### config.mk
export PLATFORM = sky130hd
export DESIGN_NAME = lsd_ctrl_reg
export DESIGN_NICKNAME = d
export VERILOG_FILES = /design/src/rtl/lsd_pkg.sv /design/src/rtl/lsd_edge_sync.sv /design/src/rtl/lsd_ready_track.sv /design/src/rtl/lsd_ctl_fields.sv /design/src/rtl/lsd_ctrl_reg.sv
export SDC_FILE = /design/constraint.sdc
export NUM_CORES = 1
export LEC_CHECK = 0
export ABC_AREA = 1
export BUFFER_PORTS_ARGS = -buffer_cell sky130_fd_sc_hd__buf_2
export CAP_MARGIN = 20
export CORE_ASPECT_RATIO = 1.25
export CORE_UTILIZATION = 47
export CTS_CLUSTER_DIAMETER = 80
export DETAILED_ROUTE_END_ITERATION = 10
export GPL_TIMING_DRIVEN = 0
export HOLD_SLACK_MARGIN = 0.12
export PLACE_DENSITY = 0.94
export SYNTH_ARGS = -nofsm -noshare
export SYNTH_HDL_FRONTEND = slang
export SYNTH_HIERARCHICAL = 1
export SYNTH_SLANG_ARGS = --single-unit
### constraint.sdc
create_clock -name clk -period 3.3 [get_ports clk]
set_input_delay 0.66 -clock clk [delete_from_list [all_inputs] [get_ports clk]]
set_output_delay 0.66 -clock clk [all_outputs]
set_load 0.05 [all_outputs]
### src/rtl/lsd_pkg.sv
package lsd_pkg;
  localparam int REG_W       = 32;
  localparam int BIT_OSC_EN  = 0;
  localparam int BIT_RDY     = 1;
  localparam int BIT_BYP     = 2;
  localparam int DRV_LSB     = 3;
  localparam int BIT_MON     = 5;
  localparam int BIT_FAIL    = 6;
  localparam int SRC_LSB     = 8;
  localparam int BIT_RTC_EN  = 15;
  localparam int BIT_DOM_RST = 16;
  localparam int BIT_LSO_EN  = 24;
  localparam int BIT_LSO_SEL = 25;

  typedef enum logic [1:0] {
    SRC_NONE   = 2'd0,
    SRC_EXT_LS = 2'd1,
    SRC_INT_LS = 2'd2,
    SRC_HS_DIV = 2'd3
  } rtc_src_e;

  typedef struct packed {
    logic       lso_sel;
    logic       lso_en;
    logic       dom_rst;
    logic       rtc_en;
    rtc_src_e   src;
    logic       fail;
    logic       mon_en;
    logic [1:0] drv;
    logic       byp;
    logic       osc_en;
  } ctl_fields_t;
endpackage

### src/rtl/lsd_edge_sync.sv
module lsd_edge_sync #(
  parameter int STAGES = 2
) (
  input  logic clk,
  input  logic rst_n,
  input  logic async_i,
  output logic rise_o
);
  localparam int SR_W = STAGES + 1;

  logic [SR_W-1:0] sr_q;
  logic [SR_W-1:0] sr_d;

  always_comb begin
    sr_d = {sr_q[SR_W-2:0], async_i};
  end

  always_ff @(posedge clk or negedge rst_n) begin
    if (!rst_n) sr_q <= '0;
    else        sr_q <= sr_d;
  end

  assign rise_o = sr_q[STAGES-1] & ~sr_q[STAGES];
endmodule

### src/rtl/lsd_ready_track.sv
module lsd_ready_track #(
  parameter int FALL_EDGES = 6
) (
  input  logic clk,
  input  logic rst_n,
  input  logic clear_i,
  input  logic osc_en_i,
  input  logic stable_i,
  input  logic ls_rise_i,
  output logic rdy_o
);
  localparam int CW = $clog2(FALL_EDGES + 1);
  localparam logic [CW-1:0] LAST = CW'(FALL_EDGES - 1);

  logic          rdy_q, rdy_d;
  logic [CW-1:0] cnt_q, cnt_d;

  always_comb begin
    rdy_d = rdy_q;
    cnt_d = cnt_q;
    if (clear_i) begin
      rdy_d = 1'b0;
      cnt_d = '0;
    end else if (osc_en_i) begin
      cnt_d = '0;
      if (stable_i) rdy_d = 1'b1;
    end else if (rdy_q && ls_rise_i) begin
      if (cnt_q == LAST) begin
        rdy_d = 1'b0;
        cnt_d = '0;
      end else begin
        cnt_d = cnt_q + 1'b1;
      end
    end
  end

  always_ff @(posedge clk or negedge rst_n) begin
    if (!rst_n) begin
      rdy_q <= 1'b0;
      cnt_q <= '0;
    end else begin
      rdy_q <= rdy_d;
      cnt_q <= cnt_d;
    end
  end

  assign rdy_o = rdy_q;
endmodule

### src/rtl/lsd_ctl_fields.sv
module lsd_ctl_fields
  import lsd_pkg::*;
(
  input  logic              clk,
  input  logic              rst_n,
  input  logic              wr_en,
  input  logic [REG_W-1:0]  wr_data,
  input  logic              rdy_i,
  input  logic              fail_pulse_i,
  output ctl_fields_t       fields_o,
  output logic              clear_o
);
  ctl_fields_t f_q, f_d;
  logic        clear;
  logic        byp_open;
  logic        src_open;
  logic        mon_may_clear;

  assign clear         = f_q.dom_rst | (wr_en & wr_data[BIT_DOM_RST]);
  assign byp_open      = ~f_q.osc_en & ~rdy_i;
  assign src_open      = (f_q.src == SRC_NONE) | f_q.fail;
  assign mon_may_clear = f_q.fail;

  always_comb begin
    f_d = f_q;
    if (wr_en) begin
      f_d.dom_rst = wr_data[BIT_DOM_RST];
    end
    if (clear) begin
      f_d.osc_en  = 1'b0;
      f_d.byp     = 1'b0;
      f_d.drv     = 2'b00;
      f_d.mon_en  = 1'b0;
      f_d.fail    = 1'b0;
      f_d.src     = SRC_NONE;
      f_d.rtc_en  = 1'b0;
      f_d.lso_en  = 1'b0;
      f_d.lso_sel = 1'b0;
    end else begin
      if (wr_en) begin
        f_d.osc_en  = wr_data[BIT_OSC_EN];
        f_d.drv     = wr_data[DRV_LSB +: 2];
        f_d.rtc_en  = wr_data[BIT_RTC_EN];
        f_d.lso_en  = wr_data[BIT_LSO_EN];
        f_d.lso_sel = wr_data[BIT_LSO_SEL];
        if (byp_open) f_d.byp = wr_data[BIT_BYP];
        if (src_open) f_d.src = rtc_src_e'(wr_data[SRC_LSB +: 2]);
        if (wr_data[BIT_MON])   f_d.mon_en = 1'b1;
        else if (mon_may_clear) f_d.mon_en = 1'b0;
      end
      if (f_q.mon_en && fail_pulse_i) f_d.fail = 1'b1;
    end
  end

  always_ff @(posedge clk or negedge rst_n) begin
    if (!rst_n) f_q <= '0;
    else        f_q <= f_d;
  end

  assign fields_o = f_q;
  assign clear_o  = clear;
endmodule

### src/rtl/lsd_ctrl_reg.sv
module lsd_ctrl_reg
  import lsd_pkg::*;
#(
  parameter int SYNC_STAGES = 2,
  parameter int FALL_EDGES  = 6
) (
  input  logic             clk,
  input  logic             rst_n,
  input  logic             wr_en,
  input  logic [REG_W-1:0] wr_data,
  input  logic             rd_en,
  output logic [REG_W-1:0] rd_data,
  input  logic             osc_stable_i,
  input  logic             lsclk_i,
  input  logic             fail_pulse_i,
  output logic             osc_en_o,
  output logic             osc_byp_o,
  output logic [1:0]       osc_drv_o,
  output logic             mon_en_o,
  output logic [1:0]       rtc_src_o,
  output logic             rtc_en_o,
  output logic             dom_rst_o,
  output logic             lsout_en_o,
  output logic             lsout_sel_o
);
  ctl_fields_t      fields;
  logic             dom_clear;
  logic             ls_rise;
  logic             rdy_flag;
  logic             fail_flag;
  logic [REG_W-1:0] image;
  logic [REG_W-1:0] rd_q, rd_d;

  lsd_edge_sync #(.STAGES(SYNC_STAGES)) u_sync (
    .clk     (clk),
    .rst_n   (rst_n),
    .async_i (lsclk_i),
    .rise_o  (ls_rise)
  );

  lsd_ready_track #(.FALL_EDGES(FALL_EDGES)) u_ready (
    .clk       (clk),
    .rst_n     (rst_n),
    .clear_i   (dom_clear),
    .osc_en_i  (fields.osc_en),
    .stable_i  (osc_stable_i),
    .ls_rise_i (ls_rise),
    .rdy_o     (rdy_flag)
  );

  lsd_ctl_fields u_fields (
    .clk          (clk),
    .rst_n        (rst_n),
    .wr_en        (wr_en),
    .wr_data      (wr_data),
    .rdy_i        (rdy_flag),
    .fail_pulse_i (fail_pulse_i),
    .fields_o     (fields),
    .clear_o      (dom_clear)
  );

  assign fail_flag = fields.fail;

  always_comb begin
    image                  = '0;
    image[BIT_OSC_EN]      = fields.osc_en;
    image[BIT_RDY]         = rdy_flag;
    image[BIT_BYP]         = fields.byp;
    image[DRV_LSB +: 2]    = fields.drv;
    image[BIT_MON]         = fields.mon_en;
    image[BIT_FAIL]        = fields.fail;
    image[SRC_LSB +: 2]    = fields.src;
    image[BIT_RTC_EN]      = fields.rtc_en;
    image[BIT_DOM_RST]     = fields.dom_rst;
    image[BIT_LSO_EN]      = fields.lso_en;
    image[BIT_LSO_SEL]     = fields.lso_sel;
  end

  always_comb begin
    rd_d = rd_q;
    if (rd_en) rd_d = image;
  end

  always_ff @(posedge clk or negedge rst_n) begin
    if (!rst_n) rd_q <= '0;
    else        rd_q <= rd_d;
  end

  assign rd_data     = rd_q;
  assign osc_en_o    = fields.osc_en;
  assign osc_byp_o   = fields.byp;
  assign osc_drv_o   = fields.drv;
  assign mon_en_o    = fields.mon_en;
  assign rtc_src_o   = fields.src;
  assign rtc_en_o    = fields.rtc_en;
  assign dom_rst_o   = fields.dom_rst;
  assign lsout_en_o  = fields.lso_en;
  assign lsout_sel_o = fields.lso_sel;
endmodule

==> reports/metrics.yaml <==
run_status:
  status: "finished clean"
routing:
  drtPass1Iterations: 4
  drtIter0Drc: 38
  via_per_inst: 4.52
  antenna_left: 0
  routed_wl_um: 3040
  drc: 0
  via_count: 1234
  routedWlPerCell_um: 11.1
sta:
  clock_skew_ns: 0.00225
  whs_ns: 0.358
  slew_headroom: 0.540
  min_period_ns: 1.78
  slew_viol_final: 0
  grt_setup_unrepaired: "no"
  setup_viol: 0
  fin_crit_sh: 0.539
  setup_slack_ns: 1.52
  fin_setup_tns_ns: 0
  max_freq_mhz: 562
  hold_viol_final: 0
  tightestPinTransition_ns: 0.690
setup_path:
  r2r_start: "u_fields/fields_o[9]"
  path_cells: "buf_2"
  worstPathArrival_ns: 1.12
  slowest_delay_ns: 0.47
  critPathTopFamily: "flip-flops"
  path_max_fanout: 6
  worstSetupStartpointType: "flip-flop"
  cp.depth: 1
  worstSetupPathType: "reg2out"
  r2r_cells: 5
  cp_slowest_cell: "dfrtp_1"
  end_kind: "output port"
  cp_num_buf_inv: 1
  cp.required_ns: 2.64
  critPathLaunch: "u_fields/fields_o[0]"
final_layout:
  syn2layout_area_growth_pct: 24.8
  multi_input_comb_area_sq_um: 561
  layout-drive-gt1-share: 0.363
  final_cell_mix: "nand2_1 (68), buf_2 (41), dfrtp_1 (32)"
  diodes: 0
  num-fill-cells: 291
  area.sequential_sq_um: 801
  layout_commonest_cell: "nand2_1"
  final_core_util: 0.631
  stdcell_area_sq_um: 1890
  final_nets: 275
clock_network:
  cts.repair.resized: 0
  ctsHtreeMaxLevel: 2
  clock_path_buffers: 2
  cts.sinks: 32
  cts_tree: "done"
  cts_buffers: 5
  cts-root-buf: "clkbuf_4"
  hold_buffers: 0
  clock_latency_ns: 0.33
  clk_pin_slew_ns: 0.09
  post-cts-setup-buffers: 0
power:
  ir_worst_vdd_mv: 0.363
  power_density_nw_per_um2: 512
  cellLeakagePower_nw: 1.10
floorplan:
  ioPinCount: 82
  core_area_sq_um: 3000
  initial_core_util: 0.506
  die_w_um: 52.8
  rows: 22
  dieHeight_um: 65.5
  fp.dieArea_sq_um: 3460
synth:
  synthTopCellsByArea: "dfrtp_1 (53%), nand2_1 (17%), buf_4 (10%)"
  synth_area_sq_um: 1520
  ys_ff_latch: 32
  yosysSeqAreaShare: 0.528
  synth_top_area_frac: 0.528
  synthCells: 170
  yosysWarnings: 6
  avgSynthCellArea_sq_um: 8.93
  yosys.area.top_type: "dfrtp_1"
  ys_types: 20
grt:
  grt_pass1_wl_um: 5220
  grt_overflow: 0
  grt_pass1_vias: 1201
  grtUsageTotal: 0.214
  grt_max_degree: 33
  grt_antenna_before_repair: 0
placement:
  placed_area_sq_um: 1840
  gp_congestion: 0.700
  portBuffers: 41
  pre_cts_slack_ns: 1.61
  place_hpwl_um: 2260
worst_hold_path:
  hp-class: "in2async"
run:
  drv_cap: 0
==> logic make-up after synthesis <==
logic type,Yosys count,share of synthesized area
buffers and inverters,34,0.148
and+or+nand+nor,88,0.244
other,1,0.00247
AOI/OAI and AO/OA,15,0.0783
DFF,32,0.528
==> synthesized netlist by cell type, drive strengths merged <==
| library cell | n |
|---|---|
| a21oi | 11 |
| buf | 23 |
| conb | 1 |
| dfrtp | 32 |
| inv | 11 |
| nand2 | 69 |
| nand3 | 10 |
| nor2 | 9 |
| o211ai | 1 |
| o21ai | 3 |
==> metrics by stage <==
step / instances / total power [W]
final: 273 / 0.000971
after global routing: 273 / 0.00102
after CTS: 273 / 0.000978
after detailed placement: 265 / 0.000747
after global placement: 265 / 0.000740
after floorplan: 188 / 0.000680
==> flip-flops by register name, indices dropped and copies added, names as in the netlist <==
register and cells:
u_fields/mon_may_clear 1, u_ready/rdy_o 1, u_sync/sr_q 3, rd_data 13
u_fields/fields_o 11, u_ready/cnt_q 3
==> metal layers <==
layer / GRT usage / share of wire
met1: 0.233 / 0.39
met2: 0.362 / 0.52
met3: 0.0718 / 0.065
met4: 0.105 / 0.024
met5: 0 / 0
==> worst reg2reg max path: cells and delay by family, from the launching register on <==
kind                   cells  cell delay, ns
buffers and inverters      1            0.14
AOI/OAI and AO/OA          2            0.40
DFF                        1            0.45
and+or+nand+nor            2            0.26
==> power breakdown <==
| part | switching, W | leakage (nW) | internal (W) |
|---|---|---|---|
| logic | 0.000220 | 0.644 | 0.0000711 |
| registers | 0.0000243 | 0.424 | 0.000423 |
| clock network | 0.000128 | 0.0326 | 0.000105 |
==> final cells by class <==
class / count / share of cell area
sequential: 32 / 0.423
multi-input combinational: 122 / 0.296
timing repair buffer: 41 / 0.108
buffer: 23 / 0.0951
clock buffer: 8 / 0.0310
tap: 36 / 0.0238
inverter: 11 / 0.0231
==> final timing paths <==
kind                            slack [ns]                    end
min in group clk                      0.36         u_sync/sr_q[1]
worst max register to register        1.98       u_ready/cnt_q[1]
max in group asynchronous             2.50  u_fields/fields_o[10]
worst max-delay path                  1.52               osc_en_o
worst min register to register        0.36         u_sync/sr_q[1]
worst min-delay path                  0.36         u_sync/sr_q[0]
Note: power is estimated with default switching activity, not from simulation.
